$ cat src/rtl/irq_pkg.sv
package irq_pkg;

    typedef enum logic [1:0] {
        MODE_LEVEL = 2'b00,
        MODE_ANY   = 2'b01,
        MODE_FALL  = 2'b10,
        MODE_RISE  = 2'b11
    } ext_mode_e;

    localparam int ADDR_CTRL   = 0;
    localparam int ADDR_EMODE  = 1;
    localparam int ADDR_EMASK  = 2;
    localparam int ADDR_EFLAG  = 3;
    localparam int ADDR_GEN    = 4;
    localparam int ADDR_GFLAG  = 5;
    localparam int ADDR_GMASK0 = 6;

endpackage

$ cat src/rtl/irq_sync.sv
module irq_sync #(
    parameter int W = 8
) (
    input  logic         clk,
    input  logic         rst_n,
    input  logic [W-1:0] pin_i,
    output logic [W-1:0] sync_o,
    output logic [W-1:0] prev_o
);
    logic [W-1:0] meta_q, stab_q, prev_q;

    always_ff @(posedge clk or negedge rst_n) begin
        if (!rst_n) begin
            meta_q <= '0;
            stab_q <= '0;
            prev_q <= '0;
        end else begin
            meta_q <= pin_i;
            stab_q <= meta_q;
            prev_q <= stab_q;
        end
    end

    assign sync_o = stab_q;
    assign prev_o = prev_q;
endmodule

$ cat src/rtl/irq_prio.sv
module irq_prio #(
    parameter int N  = 5,
    parameter int SW = 3
) (
    input  logic [N-1:0]  req_i,
    output logic          any_o,
    output logic [SW-1:0] idx_o
);
    always_comb begin
        any_o = |req_i;
        idx_o = '0;
        // scan downward so the lowest set index is the one left standing
        for (int i = N - 1; i >= 0; i--) begin
            if (req_i[i]) idx_o = SW'(i);
        end
    end
endmodule

$ cat src/rtl/pcint_irq_unit.sv
module pcint_irq_unit
    import irq_pkg::*;
#(
    parameter int NEXT    = 2,
    parameter int NGRP    = 3,
    parameter int GW      = 8,
    parameter int DW      = 8,
    parameter int AW      = 4,
    parameter int VAW     = 8,
    parameter int VSTRIDE = 2
) (
    input  logic                 clk,
    input  logic                 rst_n,
    input  logic [NEXT-1:0]      ext_pin_i,
    input  logic [NGRP*GW-1:0]   pc_pin_i,
    input  logic                 reg_we_i,
    input  logic [AW-1:0]        reg_addr_i,
    input  logic [DW-1:0]        reg_wdata_i,
    output logic [DW-1:0]        reg_rdata_o,
    input  logic                 retire_i,
    input  logic                 reti_i,
    output logic                 irq_req_o,
    output logic [VAW-1:0]       irq_vec_o,
    input  logic                 irq_ack_i
);
    localparam int NSRC = NEXT + NGRP;
    localparam int SW   = (NSRC > 1) ? $clog2(NSRC) : 1;
    localparam int NPC  = NGRP * GW;

    typedef struct packed {
        logic                      gie;
        logic [NEXT-1:0][1:0]      mode;
        logic [NEXT-1:0]           emask;
        logic [NEXT-1:0]           eflag;
        logic [NGRP-1:0]           gen;
        logic [NGRP-1:0]           gflag;
        logic [NGRP-1:0][GW-1:0]   gmask;
        logic                      req;
        logic [SW-1:0]             sel;
    } state_t;

    state_t s_d, s_q;

    logic [NEXT-1:0] ext_sync, ext_prev;
    logic [NPC-1:0]  pc_sync, pc_prev;
    logic [NEXT-1:0] ext_hit, ext_req;
    logic [NGRP-1:0] grp_hit, grp_req;
    logic [NSRC-1:0] src_req;
    logic            win_any;
    logic [SW-1:0]   win_idx;
    logic            accept;

    irq_sync #(.W(NEXT)) u_ext_sync (
        .clk(clk), .rst_n(rst_n), .pin_i(ext_pin_i),
        .sync_o(ext_sync), .prev_o(ext_prev)
    );

    irq_sync #(.W(NPC)) u_pc_sync (
        .clk(clk), .rst_n(rst_n), .pin_i(pc_pin_i),
        .sync_o(pc_sync), .prev_o(pc_prev)
    );

    irq_prio #(.N(NSRC), .SW(SW)) u_prio (
        .req_i(src_req), .any_o(win_any), .idx_o(win_idx)
    );

    // source detection and request formation
    always_comb begin
        for (int k = 0; k < NEXT; k++) begin
            case (ext_mode_e'(s_q.mode[k]))
                MODE_ANY:  ext_hit[k] = ext_sync[k] ^ ext_prev[k];
                MODE_FALL: ext_hit[k] = ext_prev[k] & ~ext_sync[k];
                MODE_RISE: ext_hit[k] = ~ext_prev[k] & ext_sync[k];
                default:   ext_hit[k] = 1'b0;
            endcase
            if (ext_mode_e'(s_q.mode[k]) == MODE_LEVEL)
                ext_req[k] = ~ext_sync[k] & s_q.emask[k];
            else
                ext_req[k] = s_q.eflag[k] & s_q.emask[k];
        end
        for (int g = 0; g < NGRP; g++) begin
            grp_hit[g] = |((pc_sync[g*GW +: GW] ^ pc_prev[g*GW +: GW]) & s_q.gmask[g]);
        end
        grp_req = s_q.gflag & s_q.gen;
        src_req = {grp_req, ext_req};
        accept  = retire_i && !reti_i && s_q.gie && !s_q.req && win_any;
    end

    // next-state
    always_comb begin
        s_d = s_q;

        if (reg_we_i) begin
            case (reg_addr_i)
                AW'(ADDR_CTRL):  s_d.gie   = reg_wdata_i[0];
                AW'(ADDR_EMODE): s_d.mode  = reg_wdata_i[2*NEXT-1:0];
                AW'(ADDR_EMASK): s_d.emask = reg_wdata_i[NEXT-1:0];
                AW'(ADDR_EFLAG): s_d.eflag = s_q.eflag & ~reg_wdata_i[NEXT-1:0];
                AW'(ADDR_GEN):   s_d.gen   = reg_wdata_i[NGRP-1:0];
                AW'(ADDR_GFLAG): s_d.gflag = s_q.gflag & ~reg_wdata_i[NGRP-1:0];
                default: begin
                    for (int g = 0; g < NGRP; g++) begin
                        if (reg_addr_i == AW'(ADDR_GMASK0 + g))
                            s_d.gmask[g] = reg_wdata_i[GW-1:0];
                    end
                end
            endcase
        end

        if (s_q.req && irq_ack_i) begin
            s_d.req = 1'b0;
            for (int k = 0; k < NEXT; k++)
                if (s_q.sel == SW'(k)) s_d.eflag[k] = 1'b0;
            for (int g = 0; g < NGRP; g++)
                if (s_q.sel == SW'(NEXT + g)) s_d.gflag[g] = 1'b0;
        end

        // new events win over any clear in the same cycle
        s_d.eflag = s_d.eflag | ext_hit;
        s_d.gflag = s_d.gflag | grp_hit;
        for (int k = 0; k < NEXT; k++)
            if (ext_mode_e'(s_d.mode[k]) == MODE_LEVEL) s_d.eflag[k] = 1'b0;

        if (retire_i && reti_i) s_d.gie = 1'b1;

        if (accept) begin
            s_d.req = 1'b1;
            s_d.sel = win_idx;
            s_d.gie = 1'b0;
        end
    end

    always_ff @(posedge clk or negedge rst_n) begin
        if (!rst_n) s_q <= '0;
        else        s_q <= s_d;
    end

    // register read
    always_comb begin
        reg_rdata_o = '0;
        case (reg_addr_i)
            AW'(ADDR_CTRL):  reg_rdata_o = DW'(s_q.gie);
            AW'(ADDR_EMODE): reg_rdata_o = DW'(s_q.mode);
            AW'(ADDR_EMASK): reg_rdata_o = DW'(s_q.emask);
            AW'(ADDR_EFLAG): reg_rdata_o = DW'(s_q.eflag);
            AW'(ADDR_GEN):   reg_rdata_o = DW'(s_q.gen);
            AW'(ADDR_GFLAG): reg_rdata_o = DW'(s_q.gflag);
            default: begin
                for (int g = 0; g < NGRP; g++)
                    if (reg_addr_i == AW'(ADDR_GMASK0 + g))
                        reg_rdata_o = DW'(s_q.gmask[g]);
            end
        endcase
    end

    assign irq_req_o = s_q.req;
    assign irq_vec_o = VAW'((32'(s_q.sel) + 1) * VSTRIDE);

    // ---------------- assertions ----------------
    assert_accept_clears_gie_R7: assert property (@(posedge clk) disable iff (!rst_n)
        $rose(irq_req_o) |-> !s_q.gie);

    assert_accept_on_retire_R7: assert property (@(posedge clk) disable iff (!rst_n)
        $rose(irq_req_o) |-> $past(retire_i));

    assert_no_accept_at_reti_R10: assert property (@(posedge clk) disable iff (!rst_n)
        (retire_i && reti_i) |=> !$rose(irq_req_o));

    assert_ack_drops_req_R9: assert property (@(posedge clk) disable iff (!rst_n)
        (irq_req_o && irq_ack_i) |=> !irq_req_o);

    assert_vec_held_R8: assert property (@(posedge clk) disable iff (!rst_n)
        (irq_req_o && $past(irq_req_o)) |-> $stable(irq_vec_o));

    assert_winner_in_range_R8: assert property (@(posedge clk) disable iff (!rst_n)
        win_any |-> (32'(win_idx) < NSRC));

    for (genvar k = 0; k < NEXT; k++) begin : g_lvl_chk
        assert_level_flag_zero_R4: assert property (@(posedge clk) disable iff (!rst_n)
            (reg_addr_i == AW'(ADDR_EFLAG) && ext_mode_e'(s_q.mode[k]) == MODE_LEVEL)
                |-> !reg_rdata_o[k]);
    end

endmodule

$ cat config.mk
export PLATFORM = sky130hd
export DESIGN_NAME = pcint_irq_unit
export DESIGN_NICKNAME = d
export VERILOG_FILES = /design/src/rtl/irq_pkg.sv /design/src/rtl/irq_sync.sv /design/src/rtl/irq_prio.sv /design/src/rtl/pcint_irq_unit.sv
export SDC_FILE = /design/constraint.sdc
export NUM_CORES = 1
export LEC_CHECK = 0
export BUFFER_PORTS_ARGS = -buffer_cell sky130_fd_sc_hd__buf_2
export CAP_MARGIN = 20
export CELL_PAD_IN_SITES_DETAIL_PLACEMENT = 2
export CELL_PAD_IN_SITES_GLOBAL_PLACEMENT = 2
export CORE_MARGIN = 3
export CORE_UTILIZATION = 41
export CTS_BUF_LIST = sky130_fd_sc_hd__clkbuf_8
export DETAILED_ROUTE_END_ITERATION = 8
export PLACE_DENSITY_LB_ADDON = 0.2
export SKIP_LAST_GASP = 1
export SLEW_MARGIN = 10
export SYNTH_ARGS = -nofsm -noshare
export SYNTH_HDL_FRONTEND = slang
export SYNTH_SLANG_ARGS = --single-unit
$ cat constraint.sdc
create_clock -name clk -period 2.8 [get_ports clk]
set_input_delay 0.84 -clock clk [delete_from_list [all_inputs] [get_ports clk]]
set_output_delay 0.84 -clock clk [all_outputs]
set_load 0.02 [all_outputs]
* Word level (Yosys, flattened, before mapping) *
Index checks and enable logic that the tools add are counted.

cells by class
  $add $sub $neg = 1
  equality and inequality tests = 18
  multiplexer cells = 37
  bitwise logic cells = 28
  reductions and logical operators = 28

operators by type and width
  kind                  number
  $mux W8               6
  $pmux W8 S6           1
  $mux W39              1
  $and A8 B8 Y8         3
  $mux W24              1
  $mux W3               8
  $reduce_or A8 Y1      3
  $xor A8 B8 Y8         3
  $eq A4 B3 Y1 const B  4
  $mux W1               13
  $reduce_and A3 Y1     3
  $and A1 B1 Y1         8
  $eq A2 B2 Y1 const B  4
  $eq A4 B2 Y1 const B  2
  $logic_not A2 Y1      4
  $mux W4               2
  $and A3 B3 Y3         2
  $eq A3 B2 Y1 const B  2
  $logic_and A1 B1 Y1   6
  $mux W2               3
  $pmux W1 S3           2
  $reduce_and A2 Y1     3
  $reduce_bool A3 Y1    2
  $reduce_or A6 Y1      1
  other kinds (18)      25

word-level totals
  register bits = 121
  input bits = 44
  output and inout port bits = 17
  word-level logic and storage cells = 130

* Logic depth before layout (Yosys ltp) *
Gate-level depths: netlist of the first run.

  word-level depth = 8
  gate-level depth with buffers = 6
  mapped depth without buffers = 5

* Cells and area by module *
From an unflattened synthesis of the first run, not the netlist that was laid out.

unflattened totals
  cells, all modules = 343
  area total of the unflattened synthesis = 4745.8 sq um

modules (own cells, without submodules)
  module                 instances  cells an instance  area an instance (sq um)
  pcint_irq_unit         1          257                2745.1
  irq_sync (u_pc_sync)   1          72                 1801.7
  irq_sync (u_ext_sync)  1          6                  150.1
  irq_prio               1          8                  48.8

* Least setup slack after synthesis of the first run *
Ideal clock, no wire load.

  kind = input -> output
  start point = in reg_addr_i[3]
  end point = out reg_rdata_o[4]
  arrival time = 2.246 ns
  required time = 1.960 ns
  path slack = -0.286 ns
  cell stages on the path = 5
  path buffers = 1
  cell sequence = buf_4 nor3b_1 a21oi_1 or2_0 a211oi_1

between the ends
  longest elaborated chain between the ends = 5

RTL lines
  item                  RTL line               text
  start, declared       pcint_irq_unit.sv:17   input logic [AW-1:0] reg_addr_i,
  $eq A4 B3 Y1          pcint_irq_unit.sv:150  if (reg_addr_i == AW'(ADDR_GMASK0 + g))
  $mux W8 (3 in a row)  pcint_irq_unit.sv:150
  $pmux W8 S6 *         pcint_irq_unit.sv:141  case (reg_addr_i)
  end, declared         pcint_irq_unit.sv:19   output logic [DW-1:0] reg_rdata_o,

Every way passes the cells marked *; elsewhere a longest branch is shown, timed or not.

* Worst setup path in the final report of the first run *
  start point = in reg_addr_i[1]
  end point = out reg_rdata_o[4]

The elaborated chain is that of the path after synthesis.

==> results.txt, run 1 <==
CTS hold repair buffers - 0
fin cells - 612
clk buf depth - 2
DIE AREA - 0.01313 mm^2
CP required - 1.96 ns
WL per Instance - 28.66 um
CP cell instances - buf_12 -> nor3b_4 -> buf_6 -> a21oi_1 -> or2_0 -> a211oi_2 -> buf_4
CTS tree - built
failing checks - negative setup slack
PwrDens - 752.5 mW/mm^2
Nets - 510
# DRC - 0
largest net degree at the start of global routing - 47
number of vias per cell - 5.742
largest cells by area after synthesis - dfrtp_1 (63%), mux2_2 (8.6%), xor2_1 (4.3%)
Crit Path Max Fanout - 8
initial core utilization - 42.16%
Slew @ Worst Pin - 0.6382 ns
cell taking the most area after synthesis - dfrtp_1
Hold Crit Class - primary input to async pin
Worst VDD drop - 396.7 uV
post-synth top area share - 62.63%
Clock Sinks - 121
post-synthesis adder-cell area fraction - 2.329%
# port buffers - 56
DRT Pass-1 Iters - 5
Rows - 39
post-synthesis cell count - 361
Slew headroom - 57.41%
Die Y - 114.6 um
Distinct cells, synth - 50
Worst setup SP type - primary input
XOR/XNOR Fraction of Synth Area - 4.348%
PnR worst setup slack - -0.2254 ns
core area - 0.01147 mm^2
LEAKAGE - 2.785 nW
Async SR Flop Fraction - 100.0%
Crit Path Category - primary input to primary output
crit-path max cell delay - 0.28 ns
Synth Flop Type - dfrtp_1
global-route wire length before repair - 23,960 um
final setup vio count - 7
Placer Congestion - 0.8479
#FFs+latches synth - 121
Syn Std Cell Area - 0.004835 mm^2
syn_area_per_cell - 13.39 um^2
initial antenna violation count - 0
Post-Place Setup Slack - -0.2371 ns
R2R depth - 4
Antenna diodes - 0
area post-placement - 0.005562 mm^2
Layout Cell Area excl Fill - 0.006212 mm^2
Reg clk slew, reported paths - 0.09 ns
largest family of logic cells by synthesized area - compound AO/OA/AOI/OAI gates
count leader, synth - dfrtp_1
initial DRC count - 210
commonest cells in the netlist - dfrtp_1 (121), mux2_2 (37), xor2_1 (24)
share of the yosys chip area belonging to registers - 62.63%
antenna-violating nets left - 0
mux cell area share after synthesis - 9.239%
gr usage total - 25.55%
insertion delay to the later sink of the worst-skew pair - 0.46 ns
remaining global-route overflow - 0
Max-Cap Viols - 0
# IOs - 61
Num CTS Buffers - 17
Post-synth EDFFs - 0
post-route clock skew - 0.02066 ns
CP max stage cell - or2_0
clock root cell - clkbuf_8
Critical Path AT - 2.19 ns
outcome - complete, but fails checks
fin crit share - 108.0%
minimum clock period after layout - 3.025 ns
fmax - 330.5 MHz
number of global-route vias before repair - 3,967
H-tree Lvls - 4
setup tns final - -0.9655 ns
Total Routed Length - 17,540 um
RSZ-0062 raised after global routing - true
Crit. End Element - primary output
Compound-Gate Fraction of Synth Area - 9.291%
count of final hold-check violations - 0
synthesis warning total - 0
Syn-to-layout area delta - 28.49%
layout cells sized above 1 - 42.43%
DR vias - 3,514
Pins Over Slew Limit - 0
die width - 114.6 um
simple-gate area share of the yosys netlist - 9.213%
placed insts - 577
dpl hpwl - 9774 um
[sequential cells by signal, indices dropped and copies added, names as in the netlist]
| register | flops |
|---|---|
| u_ext_sync.meta_q | 2 |
| u_pc_sync.sync_o | 24 |
| u_pc_sync.prev_o | 24 |
| s_q | 42 |
| u_ext_sync.prev_o | 2 |
| u_ext_sync.sync_o | 2 |
| irq_req_o | 1 |
| u_pc_sync.meta_q | 24 |
[where the power goes]
part | total [W] | internal (W) | switching (W)
clock network | 0.00153 | 0.000738 | 0.000791
logic | 0.000939 | 0.000418 | 0.000521
registers | 0.00221 | 0.00196 | 0.000248
[layout make-up]
| cell class | instances | area [um^2] |
|---|---|---|
| clock buffers | 19 | 261.5 |
| clock inverters | 12 | 103.9 |
| fillers | 1067 | 5255 |
| inverters | 11 | 41.29 |
| multi-input cells | 214 | 1892 |
| flip-flops and latches | 121 | 3028 |
| well taps | 143 | 178.9 |
| repair buffers | 92 | 706.9 |
[worst max-delay path: cells and delay by family]
| family | cells | cell delay (ns) |
|---|---|---|
| AO/OA/AOI/OAI | 2 | 0.33 |
| AND/OR/NAND/NOR | 2 | 0.53 |
| buffers and inverters | 3 | 0.48 |
[metal layers]
metal	part of all wire [%]	vias up	global-route usage, %
met5	0	-	0
met4	5.0	0	10.29
met3	5.1	49	7.241
met2	51	126	44.55
met1	39	1859	29.54
li1	-	1480	-
[path summary, 6_finish.rpt]
check,endpoint,slack [ns],from
worst max-delay path,reg_rdata_o[4],-0.23,reg_addr_i[1]
worst min-delay path,u_pc_sync.sync_o[22]$_DFF_PN0_,0.33,rst_n
worst max register to register,irq_req_o$_DFFE_PN0P_,1.06,s_q[41]$_DFF_PN0_
worst min register to register,u_ext_sync.sync_o[0]$_DFF_PN0_,0.35,u_ext_sync.meta_q[0]$_DFF_PN0_
max in group asynchronous,u_pc_sync.prev_o[9]$_DFF_PN0_,1.83,rst_n
min in group clk,u_ext_sync.sync_o[0]$_DFF_PN0_,0.35,u_ext_sync.meta_q[0]$_DFF_PN0_
[cells by family (layout without fill, tap and decap cells)]
| kind of cell | after synthesis | count (layout) |
|---|---|---|
| flops | 121 | 121 |
| xor+xnor | 24 | 24 |
| fa+ha+maj | 9 | 9 |
| other cells | 1 | 4 |
| mux | 40 | 40 |
| simple gates | 73 | 73 |
| buf+inv | 29 | 134 |
| compound gates | 64 | 64 |
[cell usage in the layout, fill, tap and decap left out, types with 3 or more instances in the layout]
master,Yosys,routed
dfrtp_1,121,121
buf_2,3,43
mux2_2,37,37
buf_4,5,32
xor2_1,24,24
clkbuf_8,0,19
a22oi_1,15,15
inv_1,11,13
nand2_1,14,12
a21oi_1,18,10
ha_1,9,9
buf_6,1,9
or3_1,7,6
a21oi_2,0,6
nand4_1,6,6
buf_12,0,6
nor2_1,6,5
nand3_1,6,5
nor3b_1,5,4
a31oi_1,4,4
conb_1,1,4
clkinvlp_4,0,4
nand2_2,1,3
nor3b_4,1,3
nand4b_1,3,3
a221o_1,3,3
nor3_1,4,3
a31o_2,3,3
[repair_timing]
action | in CTS | in global routing
gates resized for setup | 42 | 23
pin swaps | 9 | 10
buffers inserted | 2 | 2
gates cloned | 0 | 0
setup endpoints to repair | 8 | 8
[metrics by stage]
step           util [%]  total power, W  hold slack, ns
2_1_floorplan         -        0.002656          0.3312
3_3_place_gp      48.50        0.002977          0.3319
3_5_place_dp      48.50        0.003035          0.3356
4_1_cts           52.95        0.004556          0.3233
5_1_grt           54.17        0.004876          0.3370
6_report          54.17        0.004675          0.3259
Power figures use the tool's default switching activity.
==> inputs of run 2 (changes only) <==
--- a/config.mk
+++ b/config.mk
@@ -9,6 +9,7 @@
 export CAP_MARGIN = 20
 export CELL_PAD_IN_SITES_DETAIL_PLACEMENT = 2
 export CELL_PAD_IN_SITES_GLOBAL_PLACEMENT = 2
+export CORE_ASPECT_RATIO = 1.5
 export CORE_MARGIN = 3
 export CORE_UTILIZATION = 41
 export CTS_BUF_LIST = sky130_fd_sc_hd__clkbuf_8
==> results.txt, run 2 (synthesis results as in run 1) <==
outcome - complete, but fails checks
failing checks - negative setup slack
dpl hpwl - 9510 um (-2.7%)
global-route wire length before repair - 22,510 um (-6.0%)
Hold Crit Class - flop to flop
DIE AREA - 0.01316 mm^2 (+0.21%)
minimum clock period after layout - 2.946 ns (-0.07953 ns)
initial core utilization - 42.82% (+0.66 points)
Most common cell on crit path - buf_12
die width - 94.67 um (-17%)
number of vias per cell - 5.505 (-4.1%)
commonest non-fill, non-tap cells in the layout - dfrtp_1 (121), buf_2 (43), buf_4 (39)
Post-Place Setup Slack - -0.2129 ns (+0.02422 ns)
FF/Latch Area - 0.003028 mm^2 (unchanged)
initial DRC count - 118 (-44%)
RSZ-0062 raised after global routing - true
core area - 0.01129 mm^2 (-1.5%)
Nets - 520 (+2.0%)
WL per Instance - 25.53 um (-11%)
setup tns final - -0.6507 ns (+0.3148 ns)
min-delay src - u_pc_sync.meta_q[11]$_DFF_PN0_
Placer Congestion - 0.8191 (-3.4%)
leading cell type in the layout, fill and taps excluded - dfrtp_1
Num CTS Buffers - 17 (unchanged)
DR vias - 3,446 (-1.9%)
CTS tree - built
Slew headroom - 52.22% (-5.2 points)
Slew @ Worst Pin - 0.7167 ns (+0.07852 ns)
Max-Cap Viols - 0 (unchanged)
clock root cell - clkbuf_8
max reg flops - 42 (unchanged)
PnR worst setup slack - -0.1459 ns (+0.07954 ns)
fmax - 339.5 MHz (+2.7%)
Multi-input gate area - 0.001912 mm^2 (+1.1%)
total power - 0.004932 W (+5.5%)
area post-placement - 0.005572 mm^2 (+0.18%)
DRT Pass-1 Iters - 4 (-1)
Crit Path Category - primary input to primary output
Reg clk slew, reported paths - 0.07 ns (-0.02 ns)
H-tree Lvls - 4 (unchanged)
antenna-violating nets left - 0 (unchanged)
initial antenna violation count - 0 (unchanged)
Critical Path AT - 2.11 ns (-0.08 ns)
crit-path max cell delay - 0.44 ns (+0.16 ns)
Die Y - 139.0 um (+21%)
Layout Cell Area excl Fill - 0.006429 mm^2 (+3.5%)
Crit. End Element - primary output
remaining global-route overflow - 0 (unchanged)
largest net degree at the start of global routing - 51 (+8.5%)
insertion delay to the later sink of the worst-skew pair - 0.44 ns (-0.02 ns)
CP required - 1.96 ns (about the same)
gr usage total - 23.25% (-2.3 points)
layout cells sized above 1 - 44.26% (+1.8 points)
Rows - 47 (+21%)
Largest Register - s_q
# DRC - 0 (unchanged)
Worst VDD drop - 671.3 uV (+69%)
Antenna diodes - 0 (unchanged)
Filler Cell Count - 1,054 (-1.2%)
CP cell instances - buf_12 -> buf_12 -> buf_4 -> nor4bb_4 -> a21oi_2 -> o22ai_2 -> buf_6
fin crit share - 105.2% (-2.8 points)
CP max stage cell - nor4bb_4
Total Routed Length - 15,980 um (-8.9%)
Clock Sinks - 121 (unchanged)
Worst setup SP type - primary input
number of global-route vias before repair - 3,997 (+0.76%)
Pins Over Slew Limit - 0 (unchanged)
PwrDens - 767.1 mW/mm^2 (+1.9%)
clk buf depth - 2 (unchanged)
final setup vio count - 7 (unchanged)
# IOs - 61 (unchanged)
final core utilization - 56.94% (+2.8 points)
count of final hold-check violations - 0 (unchanged)
crit path from - reg_addr_i[2]
Syn-to-layout area delta - 32.97%
post-route clock skew - 0.01376 ns (-0.006905 ns)
r2r startpoint - s_q[40]$_DFF_PN0_
# port buffers - 56 (unchanged)
LEAKAGE - 2.896 nW (+4.0%)
Crit Path Max Fanout - 6 (-2)
run 2: cell types whose count changed in the layout (fill, tap and decap cells not counted), sizes merged:
cell and change:
clkbuf +2, buf +9, clkinvlp -1, bufinv +3, clkinv -3
run 2: power by group:
| part | total, W | internal, W | switching, W |
|---|---|---|---|
| registers | 0.00220 | 0.00196 | 0.000243 |
| logic | 0.000959 | 0.000443 | 0.000516 |
| clock network | 0.00177 | 0.00104 | 0.000732 |
| total | 0.00493 | 0.00344 | 0.00149 |
run 2: final timing paths:
path,end,slack (ns),depth (start not counted)
worst min-delay path,u_pc_sync.sync_o[11]$_DFF_PN0_,0.35,0
worst max-delay path,reg_rdata_o[3],-0.15,7
min in group asynchronous,u_ext_sync.sync_o[0]$_DFF_PN0_,0.44,1
max in group asynchronous,u_pc_sync.prev_o[8]$_DFF_PN0_,1.69,2
worst min register to register,u_pc_sync.sync_o[11]$_DFF_PN0_,0.35,0
worst max register to register,irq_req_o$_DFFE_PN0P_,0.95,4
run 2: metrics by stage:
step | instances | hold WS [ns]
after global routing | 626 | 0.3584
after CTS | 619 | 0.3510
after global placement | 580 | 0.3316
after detailed placement | 580 | 0.3371
after floorplan | 364 | 0.3312
final | 626 | 0.3510
run 2: area by class of cell:
cell class,count,area share (%)
clock inverters,11,2.627
inverters,11,0.6423
clock buffers,20,4.282
multi-input cells,214,29.74
well taps,147,2.861
flip-flops and latches,121,47.10
repair buffers,102,12.75
run 2: what timing repair did:
item / in CTS / in global routing
gates cloned: 0 / 1
gates resized for setup: 53 / 17
endpoints found under the setup margin: 8 / 8
pin swaps: 14 / 11
hold buffers: 0 / 0
hold endpoints to repair: 0 / 0
buffers inserted: 8 / 6
run 2: metal layers:
layer | global-route usage, % | vias to the layer above | wire (um)
met5 | 0 | - | 0
met4 | 10.87 | 0 | 857
met3 | 4.832 | 44 | 473
met2 | 40.89 | 101 | 8828
met1 | 26.33 | 1795 | 5822
li1 | - | 1506 | -
run 2: critical path, delay by kind of cell:
family / cells / cell delay [ns]
buffers and inverters: 4 / 0.54
AND/OR/NAND/NOR: 1 / 0.44
AO/OA/AOI/OAI: 2 / 0.27
